$ cat src/rtl/lldma_pkg.sv
package lldma_pkg;

    typedef enum logic [2:0] {
        ST_IDLE,
        ST_FETCH,
        ST_CHECK,
        ST_MOVE_RD,
        ST_MOVE_WR
    } walk_state_t;

    typedef enum logic {
        DIR_RD = 1'b0,
        DIR_WR = 1'b1
    } dma_dir_t;

    localparam logic [7:0] OFS_CMD   = 8'h00;
    localparam logic [7:0] OFS_STAT  = 8'h04;
    localparam logic [7:0] OFS_RDPTR = 8'h08;
    localparam logic [7:0] OFS_WRPTR = 8'h0C;
    localparam logic [7:0] OFS_EN    = 8'h10;
    localparam logic [7:0] OFS_WSET  = 8'h80;
    localparam logic [7:0] OFS_RSET  = 8'hE0;

    localparam logic [31:0] CMD_CANCEL = 32'd0;
    localparam logic [31:0] CMD_RD     = 32'd1;
    localparam logic [31:0] CMD_WR     = 32'd2;
    localparam logic [31:0] CMD_STOP   = 32'd4;

    localparam int DESC_WORDS = 3;

endpackage

$ cat src/rtl/lldma_csr.sv
module lldma_csr
    import lldma_pkg::*;
#(
    parameter int MAX_DESC = 8,
    localparam int SLOT_W = (MAX_DESC > 1) ? $clog2(MAX_DESC) : 1
) (
    input  logic              clk,
    input  logic              rst_n,
    input  logic              reg_we,
    input  logic [7:0]        reg_addr,
    input  logic [31:0]       reg_wdata,
    output logic [31:0]       reg_rdata,
    input  logic              busy_rd,
    input  logic              busy_wr,
    input  logic              err_set,
    input  dma_dir_t          err_dir,
    input  logic              desc_we,
    input  dma_dir_t          desc_dir,
    input  logic [SLOT_W-1:0] desc_slot,
    input  logic [1:0]        desc_word,
    input  logic [31:0]       desc_data,
    output logic              start_rd,
    output logic              start_wr,
    output logic              abort_cmd,
    output logic [31:0]       rd_list_ptr,
    output logic [31:0]       wr_list_ptr
);

    logic [31:0] rd_ptr_q, wr_ptr_q;
    logic [1:0]  en_q;
    logic        err_rd_q, err_wr_q, err_lnk_q;
    logic [31:0] wset_q [MAX_DESC][DESC_WORDS];
    logic [31:0] rset_q [DESC_WORDS];
    logic        cmd_hit, stat_hit;

    assign cmd_hit  = reg_we && (reg_addr == OFS_CMD);
    assign stat_hit = reg_we && (reg_addr == OFS_STAT);

    // command decode; a direction must be enabled to start
    assign start_rd    = cmd_hit && (reg_wdata == CMD_RD) && en_q[0];
    assign start_wr    = cmd_hit && (reg_wdata == CMD_WR) && en_q[1];
    assign abort_cmd   = cmd_hit && ((reg_wdata == CMD_CANCEL) || (reg_wdata == CMD_STOP));
    assign rd_list_ptr = rd_ptr_q;
    assign wr_list_ptr = wr_ptr_q;

    always_ff @(posedge clk) begin
        if (!rst_n) begin
            rd_ptr_q  <= '0;
            wr_ptr_q  <= '0;
            en_q      <= '0;
            err_rd_q  <= 1'b0;
            err_wr_q  <= 1'b0;
            err_lnk_q <= 1'b0;
        end else begin
            if (reg_we && reg_addr == OFS_RDPTR) rd_ptr_q <= reg_wdata;
            if (reg_we && reg_addr == OFS_WRPTR) wr_ptr_q <= reg_wdata;
            if (reg_we && reg_addr == OFS_EN)    en_q     <= reg_wdata[1:0];
            // set wins over a simultaneous write-one-to-clear
            err_rd_q  <= (err_rd_q  & ~(stat_hit & reg_wdata[2])) | (err_set & (err_dir == DIR_RD));
            err_wr_q  <= (err_wr_q  & ~(stat_hit & reg_wdata[3])) | (err_set & (err_dir == DIR_WR));
            err_lnk_q <= (err_lnk_q & ~(stat_hit & reg_wdata[4])) | err_set;
        end
    end

    // descriptor mirror sets
    always_ff @(posedge clk) begin
        if (!rst_n) begin
            for (int s = 0; s < MAX_DESC; s++) begin
                for (int w = 0; w < DESC_WORDS; w++) begin
                    wset_q[s][w] <= '0;
                end
            end
            for (int w = 0; w < DESC_WORDS; w++) begin
                rset_q[w] <= '0;
            end
        end else if (desc_we) begin
            for (int w = 0; w < DESC_WORDS; w++) begin
                if (desc_word == 2'(w)) begin
                    if (desc_dir == DIR_RD) begin
                        rset_q[w] <= desc_data;
                    end else begin
                        for (int s = 0; s < MAX_DESC; s++) begin
                            if (desc_slot == SLOT_W'(s)) wset_q[s][w] <= desc_data;
                        end
                    end
                end
            end
        end
    end

    always_comb begin
        reg_rdata = '0;
        unique case (reg_addr)
            OFS_STAT:  reg_rdata = {27'd0, err_lnk_q, err_wr_q, err_rd_q, busy_wr, busy_rd};
            OFS_RDPTR: reg_rdata = rd_ptr_q;
            OFS_WRPTR: reg_rdata = wr_ptr_q;
            OFS_EN:    reg_rdata = {30'd0, en_q};
            default: begin
                for (int s = 0; s < MAX_DESC; s++) begin
                    for (int w = 0; w < DESC_WORDS; w++) begin
                        if (reg_addr == OFS_WSET + 8'(12 * s + 4 * w)) reg_rdata = wset_q[s][w];
                    end
                end
                for (int w = 0; w < DESC_WORDS; w++) begin
                    if (reg_addr == OFS_RSET + 8'(4 * w)) reg_rdata = rset_q[w];
                end
            end
        endcase
    end


    w1c_lnk_chk: assert property (@(posedge clk) disable iff (!rst_n)
        (stat_hit && reg_wdata[4] && !err_set) |=> !err_lnk_q);


    err_latch_chk: assert property (@(posedge clk) disable iff (!rst_n)
        err_set |=> (err_lnk_q && (($past(err_dir) == DIR_RD) ? err_rd_q : err_wr_q)));

endmodule

$ cat src/rtl/lldma_walker.sv
module lldma_walker
    import lldma_pkg::*;
#(
    parameter int MAX_DESC = 8,
    parameter int ADDR_W   = 32,
    localparam int SLOT_W  = (MAX_DESC > 1) ? $clog2(MAX_DESC) : 1
) (
    input  logic              clk,
    input  logic              rst_n,
    input  logic              start_rd,
    input  logic              start_wr,
    input  logic              abort_cmd,
    input  logic [31:0]       rd_list_ptr,
    input  logic [31:0]       wr_list_ptr,
    output logic              hst_req,
    output logic              hst_we,
    output logic [ADDR_W-1:0] hst_addr,
    output logic [31:0]       hst_wdata,
    input  logic              hst_ack,
    input  logic [31:0]       hst_rdata,
    output logic              loc_req,
    output logic              loc_we,
    output logic [ADDR_W-1:0] loc_addr,
    output logic [31:0]       loc_wdata,
    input  logic              loc_ack,
    input  logic [31:0]       loc_rdata,
    output logic              busy_rd,
    output logic              busy_wr,
    output logic              done_rd,
    output logic              done_wr,
    output logic              err_set,
    output dma_dir_t          err_dir,
    output logic              desc_we,
    output dma_dir_t          desc_dir,
    output logic [SLOT_W-1:0] desc_slot,
    output logic [1:0]        desc_word,
    output logic [31:0]       desc_data
);

    walk_state_t       state_q, state_d;
    dma_dir_t          dir_q;
    logic [ADDR_W-1:0] fptr_q, src_q, dst_q;
    logic [1:0]        widx_q;
    logic [SLOT_W-1:0] dcount_q;
    logic [31:0]       dw0_q, dw1_q, dlen_q, xdata_q;
    logic [30:0]       rem_q;
    logic              abort_pend_q, done_rd_q, done_wr_q;

    logic        abort_now, src_ack, dst_ack, desc_bad, last_word;
    logic [31:0] src_rdata;

    always_comb begin
        abort_now = abort_pend_q | abort_cmd;
        src_ack   = (dir_q == DIR_RD) ? hst_ack : loc_ack;
        dst_ack   = (dir_q == DIR_RD) ? loc_ack : hst_ack;
        src_rdata = (dir_q == DIR_RD) ? hst_rdata : loc_rdata;
        desc_bad  = (dlen_q[30:0] == 31'd0) || (dlen_q[1:0] != 2'b00) ||
                    (!dlen_q[31] && (dcount_q == SLOT_W'(MAX_DESC - 1)));
        last_word = (rem_q == 31'd4);
    end

    // next-state logic
    always_comb begin
        state_d = state_q;
        unique case (state_q)
            ST_IDLE: begin
                if (start_rd || start_wr) state_d = ST_FETCH;
            end
            ST_FETCH: begin
                if (hst_ack) begin
                    if (abort_now)           state_d = ST_IDLE;
                    else if (widx_q == 2'd2) state_d = ST_CHECK;
                end
            end
            ST_CHECK: begin
                if (abort_now || desc_bad) state_d = ST_IDLE;
                else                       state_d = ST_MOVE_RD;
            end
            ST_MOVE_RD: begin
                if (src_ack) state_d = ST_MOVE_WR;
            end
            ST_MOVE_WR: begin
                if (dst_ack) begin
                    if (abort_now)      state_d = ST_IDLE;
                    else if (!last_word) state_d = ST_MOVE_RD;
                    else if (dlen_q[31]) state_d = ST_IDLE;
                    else                 state_d = ST_FETCH;
                end
            end
            default: state_d = ST_IDLE;
        endcase
    end

    // state register
    always_ff @(posedge clk) begin
        if (!rst_n) state_q <= ST_IDLE;
        else        state_q <= state_d;
    end

    // datapath registers
    always_ff @(posedge clk) begin
        if (!rst_n) begin
            dir_q        <= DIR_RD;
            fptr_q       <= '0;
            src_q        <= '0;
            dst_q        <= '0;
            widx_q       <= '0;
            dcount_q     <= '0;
            dw0_q        <= '0;
            dw1_q        <= '0;
            dlen_q       <= '0;
            xdata_q      <= '0;
            rem_q        <= '0;
            abort_pend_q <= 1'b0;
            done_rd_q    <= 1'b0;
            done_wr_q    <= 1'b0;
        end else begin
            done_rd_q <= 1'b0;
            done_wr_q <= 1'b0;
            if (state_d == ST_IDLE)                      abort_pend_q <= 1'b0;
            else if (abort_cmd && state_q != ST_IDLE)    abort_pend_q <= 1'b1;
            unique case (state_q)
                ST_IDLE: begin
                    if (start_rd || start_wr) begin
                        dir_q    <= start_wr ? DIR_WR : DIR_RD;
                        fptr_q   <= start_wr ? wr_list_ptr[ADDR_W-1:0] : rd_list_ptr[ADDR_W-1:0];
                        widx_q   <= '0;
                        dcount_q <= '0;
                    end
                end
                ST_FETCH: begin
                    if (hst_ack) begin
                        fptr_q <= fptr_q + ADDR_W'(4);
                        widx_q <= widx_q + 2'd1;
                        unique case (widx_q)
                            2'd0:    dw0_q  <= hst_rdata;
                            2'd1:    dw1_q  <= hst_rdata;
                            default: dlen_q <= hst_rdata;
                        endcase
                    end
                end
                ST_CHECK: begin
                    src_q <= dw0_q[ADDR_W-1:0];
                    dst_q <= dw1_q[ADDR_W-1:0];
                    rem_q <= dlen_q[30:0];
                end
                ST_MOVE_RD: begin
                    if (src_ack) xdata_q <= src_rdata;
                end
                ST_MOVE_WR: begin
                    if (dst_ack) begin
                        src_q <= src_q + ADDR_W'(4);
                        dst_q <= dst_q + ADDR_W'(4);
                        rem_q <= rem_q - 31'd4;
                        if (state_d == ST_FETCH) begin
                            dcount_q <= dcount_q + SLOT_W'(1);
                            widx_q   <= '0;
                        end
                        if (!abort_now && last_word && dlen_q[31]) begin
                            done_rd_q <= (dir_q == DIR_RD);
                            done_wr_q <= (dir_q == DIR_WR);
                        end
                    end
                end
                default: ;
            endcase
        end
    end

    // outputs
    always_comb begin
        hst_req   = 1'b0;
        hst_we    = 1'b0;
        hst_addr  = dst_q;
        loc_req   = 1'b0;
        loc_we    = 1'b0;
        loc_addr  = dst_q;
        unique case (state_q)
            ST_FETCH: begin
                hst_req  = 1'b1;
                hst_addr = fptr_q;
            end
            ST_MOVE_RD: begin
                hst_req  = (dir_q == DIR_RD);
                loc_req  = (dir_q == DIR_WR);
                hst_addr = src_q;
                loc_addr = src_q;
            end
            ST_MOVE_WR: begin
                hst_req = (dir_q == DIR_WR);
                loc_req = (dir_q == DIR_RD);
                hst_we  = 1'b1;
                loc_we  = 1'b1;
            end
            default: ;
        endcase
        hst_wdata = xdata_q;
        loc_wdata = xdata_q;
        busy_rd   = (state_q != ST_IDLE) && (dir_q == DIR_RD);
        busy_wr   = (state_q != ST_IDLE) && (dir_q == DIR_WR);
        done_rd   = done_rd_q;
        done_wr   = done_wr_q;
        err_set   = (state_q == ST_CHECK) && !abort_now && desc_bad;
        err_dir   = dir_q;
        desc_we   = (state_q == ST_FETCH) && hst_ack;
        desc_dir  = dir_q;
        desc_slot = dcount_q;
        desc_word = widx_q;
        desc_data = hst_rdata;
    end


    hst_hold_chk: assert property (@(posedge clk) disable iff (!rst_n)
        (hst_req && !hst_ack) |=> (hst_req && $stable(hst_addr) && $stable(hst_we) && $stable(hst_wdata)));


    loc_hold_chk: assert property (@(posedge clk) disable iff (!rst_n)
        (loc_req && !loc_ack) |=> (loc_req && $stable(loc_addr) && $stable(loc_we) && $stable(loc_wdata)));


    done_pulse_chk: assert property (@(posedge clk) disable iff (!rst_n)
        (done_rd_q || done_wr_q) |=> !(done_rd_q || done_wr_q));


    done_idle_chk: assert property (@(posedge clk) disable iff (!rst_n)
        (done_rd_q || done_wr_q) |-> (!busy_rd && !busy_wr));


    busy_after_start_chk: assert property (@(posedge clk) disable iff (!rst_n)
        (state_q == ST_IDLE && start_wr) |=> busy_wr);


    abort_boundary_chk: assert property (@(posedge clk) disable iff (!rst_n)
        (state_q == ST_MOVE_WR && dst_ack && abort_now) |=> (!busy_rd && !busy_wr && !done_rd_q && !done_wr_q));

endmodule

$ cat src/rtl/ll_dma_engine.sv
module ll_dma_engine
    import lldma_pkg::*;
#(
    parameter int MAX_DESC = 8,
    parameter int ADDR_W   = 32
) (
    input  logic              clk,
    input  logic              rst_n,
    input  logic              reg_we,
    input  logic [7:0]        reg_addr,
    input  logic [31:0]       reg_wdata,
    output logic [31:0]       reg_rdata,
    output logic              hst_req,
    output logic              hst_we,
    output logic [ADDR_W-1:0] hst_addr,
    output logic [31:0]       hst_wdata,
    input  logic              hst_ack,
    input  logic [31:0]       hst_rdata,
    output logic              loc_req,
    output logic              loc_we,
    output logic [ADDR_W-1:0] loc_addr,
    output logic [31:0]       loc_wdata,
    input  logic              loc_ack,
    input  logic [31:0]       loc_rdata,
    output logic              rd_done,
    output logic              wr_done
);

    localparam int SLOT_W = (MAX_DESC > 1) ? $clog2(MAX_DESC) : 1;

    logic              start_rd, start_wr, abort_cmd;
    logic [31:0]       rd_list_ptr, wr_list_ptr;
    logic              busy_rd, busy_wr, err_set, desc_we;
    dma_dir_t          err_dir, desc_dir;
    logic [SLOT_W-1:0] desc_slot;
    logic [1:0]        desc_word;
    logic [31:0]       desc_data;

    lldma_csr #(
        .MAX_DESC (MAX_DESC)
    ) u_csr (
        .clk         (clk),
        .rst_n       (rst_n),
        .reg_we      (reg_we),
        .reg_addr    (reg_addr),
        .reg_wdata   (reg_wdata),
        .reg_rdata   (reg_rdata),
        .busy_rd     (busy_rd),
        .busy_wr     (busy_wr),
        .err_set     (err_set),
        .err_dir     (err_dir),
        .desc_we     (desc_we),
        .desc_dir    (desc_dir),
        .desc_slot   (desc_slot),
        .desc_word   (desc_word),
        .desc_data   (desc_data),
        .start_rd    (start_rd),
        .start_wr    (start_wr),
        .abort_cmd   (abort_cmd),
        .rd_list_ptr (rd_list_ptr),
        .wr_list_ptr (wr_list_ptr)
    );

    lldma_walker #(
        .MAX_DESC (MAX_DESC),
        .ADDR_W   (ADDR_W)
    ) u_walker (
        .clk         (clk),
        .rst_n       (rst_n),
        .start_rd    (start_rd),
        .start_wr    (start_wr),
        .abort_cmd   (abort_cmd),
        .rd_list_ptr (rd_list_ptr),
        .wr_list_ptr (wr_list_ptr),
        .hst_req     (hst_req),
        .hst_we      (hst_we),
        .hst_addr    (hst_addr),
        .hst_wdata   (hst_wdata),
        .hst_ack     (hst_ack),
        .hst_rdata   (hst_rdata),
        .loc_req     (loc_req),
        .loc_we      (loc_we),
        .loc_addr    (loc_addr),
        .loc_wdata   (loc_wdata),
        .loc_ack     (loc_ack),
        .loc_rdata   (loc_rdata),
        .busy_rd     (busy_rd),
        .busy_wr     (busy_wr),
        .done_rd     (rd_done),
        .done_wr     (wr_done),
        .err_set     (err_set),
        .err_dir     (err_dir),
        .desc_we     (desc_we),
        .desc_dir    (desc_dir),
        .desc_slot   (desc_slot),
        .desc_word   (desc_word),
        .desc_data   (desc_data)
    );

endmodule

$ cat config.mk
export PLATFORM = sky130hd
export DESIGN_NAME = ll_dma_engine
export DESIGN_NICKNAME = d
export VERILOG_FILES = /design/src/rtl/lldma_pkg.sv /design/src/rtl/lldma_csr.sv /design/src/rtl/lldma_walker.sv /design/src/rtl/ll_dma_engine.sv
export SDC_FILE = /design/constraint.sdc
export NUM_CORES = 2
export LEC_CHECK = 0
export ABC_AREA = 1
export BUFFER_PORTS_ARGS = -buffer_cell sky130_fd_sc_hd__buf_2
export CAP_MARGIN = 20
export CELL_PAD_IN_SITES_DETAIL_PLACEMENT = 1
export CELL_PAD_IN_SITES_GLOBAL_PLACEMENT = 1
export CORE_MARGIN = 3
export CORE_UTILIZATION = 46
export DETAILED_ROUTE_END_ITERATION = 8
export HOLD_SLACK_MARGIN = 0.06
export PLACE_DENSITY = 0.87
export SYNTH_ARGS = -nofsm -noshare
export SYNTH_HDL_FRONTEND = slang
export SYNTH_SLANG_ARGS = --single-unit
$ cat constraint.sdc
create_clock -name clk -period 5.3 [get_ports clk]
set_input_delay 0.795 -clock clk [delete_from_list [all_inputs] [get_ports clk]]
set_output_delay 0.795 -clock clk [all_outputs]
set_load 0.01 [all_outputs]
==> summary.log <==
[synthesis] Warnings, synthesis 0
[synthesis] leading cell types by total area after synthesis edfxtp_1 (45%), dfxtp_1 (15%), nand2_1 (8.3%)
[timing] Max-slew headroom 0.284
[synthesis] average cell area after synthesis 9.07 um2
[synthesis] cell taking the most area after synthesis edfxtp_1
[floorplanning] die area 120000 um2
[synthesis] proportion of netlist area held by the largest area contributor 0.449
[detailed_routing] drt pass-1 iters 6
[power] Power Density 324 nW/um2
[min_path] launch instance of the worst min-delay path loc_rdata[26]
[min_path] path class of the lowest-slack min-delay path input port to flip-flop
[detailed_routing] routed vias/inst 6.31
[detailed_routing] DRT antenna net count 0
[critical_path] Worst R2R Path Depth 11
[clocking] clock root buffer clkbuf_16
[timing] accumulated negative setup slack 0 ns
[clocking] worst-skew pair later-pin latency 0.74 ns
[global_routing] number of antenna violations at the first check in global routing 27
[detailed_routing] detailed router's first-iteration violation count 6547
[synthesis] Mapped Cells 5891
[global_routing] first-pass GRT wire length 325000 um
[clocking] total clock sinks 1200
[timing] transition time at the pin with the least slew margin 1.07 ns
[floorplanning] number of cell rows 124
[critical_path] timing startpoint of the critical path reg_addr[6]
[floorplanning] Initial Util 0.466
[clocking] # resized after CTS 0
[detailed_routing] wire length after detailed routing 226000 um
[timing] final cycle utilization of the critical path 0.961
[floorplanning] floorplan die width 347 um
[layout] registers with the highest flip-flop counts u_csr.wset_q: 768 flops, u_csr.rset_q: 96 flops
[critical_path] arrival time of the worst setup path 4.30 ns
[min_path] Endpoint, Worst Hold u_walker.hst_wdata[26]$_SDFFE_PN0P_
[floorplanning] number of I/O pins 275
[critical_path] critical path class input port to output port
[synthesis] portion of the post-synthesis area used by sequential elements 0.599
[critical_path] Worst setup EP type output port
[clocking] number of setup buffers added after CTS 0
[clocking] number of buffers inserted during clock tree synthesis 121
[critical_path] sort of element at the start of the critical path input port
[detailed_routing] detailed-route via count 48600
[clocking] number of hold buffers added after cts 0
[layout] post-route design area 60600 um2
[global_routing] via count of the first global-routing pass 49700
[synthesis] number of enable-type register cells in the synthesized netlist 800
[placed_design] hpwl dp 150000 um
[global_routing] global routing usage summed across all routing layers 0.362
[critical_path] critical path's top delay family simple AND/OR/NAND/NOR gates
[timing] Setup violations, final 0
[layout] ratio of cells with drive above 1 in the final layout 0.138
[synthesis] number of nets produced by synthesis 6014
[critical_path] reg-to-reg critical path startpoint u_walker.state_q[0]$_SDFF_PN0_
[critical_path] number of buffer and inverter instances along the worst setup path 3
[critical_path] Slowest Stage Delay on Critical Path 0.37 ns
[run] Max-cap violations 0
[synthesis] Synth async-reset ratio 0
[detailed_routing] number of design rule violations left after detail routing 0
[layout] layout net count 6187
[detailed_routing] WL per Instance 29.4 um
[critical_path] slowest stage cell, crit path nor2_4
[critical_path] slack of the worst reg-to-reg path 1.17 ns
[synthesis] synthesized flop and latch total 1200
[timing] min cycle time layout 5.09 ns
[synthesis] count of distinct cell types in the synthesized netlist 48
[outcome] run status complete, no violations
[synthesis] list of most frequent post-synthesis cells nand2_1 (1176), edfxtp_1 (800), nor2_1 (787)
[critical_path] most used cell along the critical path nand4_1
[timing] maximum operating frequency 196 MHz
[timing] final max-slew violation count 0
[clocking] Max H-tree Level 3
[synthesis] most used standard cell by instance count after synthesis nand2_1
[layout] register name with the most flops u_csr.wset_q
[global_routing] overflow left after global routing 0
[clocking] clk buf depth 3
[floorplanning] vertical die dimension 347 um
[power] P_leak 23.4 nW
[synthesis] cell area after synthesis 53400 um2
[critical_path] required time of the critical path 4.51 ns
[placed_design] DP Area 56600 um2
[layout] area of the multi-input gates 18000 um2
[min_path] number of cells on the worst hold path 3
[floorplanning] placeable core region 115000 um2
[layout] Storage cell area 32000 um2
[layout] Syn-to-layout area delta 13.3%
[layout] flip-flop count of the largest register, all copies and words added 768
[clocking] CTS tree yes
[placed_design] total of buffers placed on input and output ports 274
[timing] count of endpoints failing hold in the final timing report 0
[power] Worst VDD drop 0.328 mV
[synthesis] leading register cell type out of synthesis edfxtp_1
[clocking] Reg clk slew, reported paths 0.06 ns
[critical_path] Crit Reg-Reg Endpoint u_csr.wset_q[0][24]$_DFFE_PP_
[layout] count of filler cells inserted in the layout 13100
[critical_path] critical-path cell list buf_2 -> nor2_1 -> nand2_1 -> nor2_4 -> inv_2 -> or2_0 -> nand2_1 -> nand4_1 -> nor2_1 -> nand4_1 -> nand2_1 -> nand4_1 -> nand2_1 -> nand4_1 -> nor3_1 -> nand4_1 -> buf_2
[timing] RSZ-0062 raised after global routing no
[timing] largest clock skew in the final design 0.0429 ns
[global_routing] largest net degree at the start of global routing 111
[critical_path] highest net fanout along the worst path 22
[placed_design] global placer's final weighted congestion 1.00
## layout make-up
cell class,instances,area share
flip-flops and latches,1200,0.529
multi-input cells,3767,0.298
clock buffers,174,0.0561
repair buffers,431,0.0435
inverters,543,0.0337
well taps,1512,0.0312
clock inverters,58,0.00787
diodes,20,0.000826
## through the flow
step | worst slack, ns | utilization | hold slack [ns] | std cells | total power, W
6_report | 0.206 | 0.528 | 0.334 | 7705 | 0.0196
5_1_grt | 0.0537 | 0.527 | 0.348 | 7688 | 0.0200
3_3_place_gp | 0.590 | 0.493 | 0.440 | 7450 | 0.0110
4_1_cts | 0.351 | 0.527 | 0.316 | 7682 | 0.0195
2_1_floorplan | 0.569 | - | 0.430 | 5891 | 0.0107
3_5_place_dp | 0.434 | 0.493 | 0.448 | 7450 | 0.0111
## per-layer routing
| layer | routed length, um | up-vias | track usage |
|---|---|---|---|
| li1 | - | 20200 | - |
| met1 | 75200 | 23800 | 0.412 |
| met2 | 104000 | 3566 | 0.574 |
| met3 | 25800 | 1088 | 0.0980 |
| met4 | 21600 | 16 | 0.298 |
| met5 | 100 | - | 0 |
## tightest hold or removal path, stage by stage
cell and delay, ns:
buf_2 0.09, nand2_1 0.05, a31oi_1 0.07
## worst max-delay path by stage
stage / to / slack [ns] / depth (start not counted)
final: reg_rdata[4] / 0.21 / 17
after detailed placement: reg_rdata[12] / 0.43 / 17
after global placement: reg_rdata[18] / 0.59 / 20
after floorplan: u_csr.wset_q[0][128]$_DFFE_PP_ / 0.57 / 7
after global routing: reg_rdata[24] / 0.05 / 20
after CTS: reg_rdata[17] / 0.35 / 21
## kinds of logic after synthesis
group,Yosys count,share of synthesized area
and+or+nand+nor,2564,0.207
DFF,1200,0.599
AOI/OAI and AO/OA,1140,0.115
buffers and inverters,924,0.0680
xor gates and xnor gates,49,0.00803
adders and majority gates,14,0.00328
## power breakdown
part	leakage (nW)	internal, W	switching (W)
Combinational	10.0	0.000120	0.000592
Clock	1.89	0.00474	0.00391
Sequential	11.5	0.0102	0.0000843
## layout by cell type (no fill, tap or decap), types with 10 or more instances in the layout
cell type	netlist	layout
clkbuf_16	0	123
clkinv_1	5	23
or2_0	21	21
o21ai_0	450	431
nor2_4	6	10
nand2_1	1176	1173
ha_1	14	14
nor2_2	17	32
nor3_2	15	16
edfxtp_1	800	800
o21ai_1	13	13
o22ai_1	25	25
diode_2	0	20
o21ai_2	0	14
clkbuf_1	304	38
a221oi_1	14	14
a21oi_1	488	487
xnor2_1	10	10
dfxtp_1	400	399
inv_1	503	503
inv_2	35	35
nor2_1	787	768
xor2_1	39	39
nand2_2	10	13
nand3_1	163	163
nand4_1	179	179
o211ai_1	26	26
clkinv_2	0	22
nor4_1	19	19
o221ai_1	26	26
or2_2	101	101
clkbuf_8	0	13
nor3_1	42	40
a211oi_1	18	18
a31oi_1	60	59
buf_4	34	152
buf_2	30	273
Power figures use the tool's default switching activity.
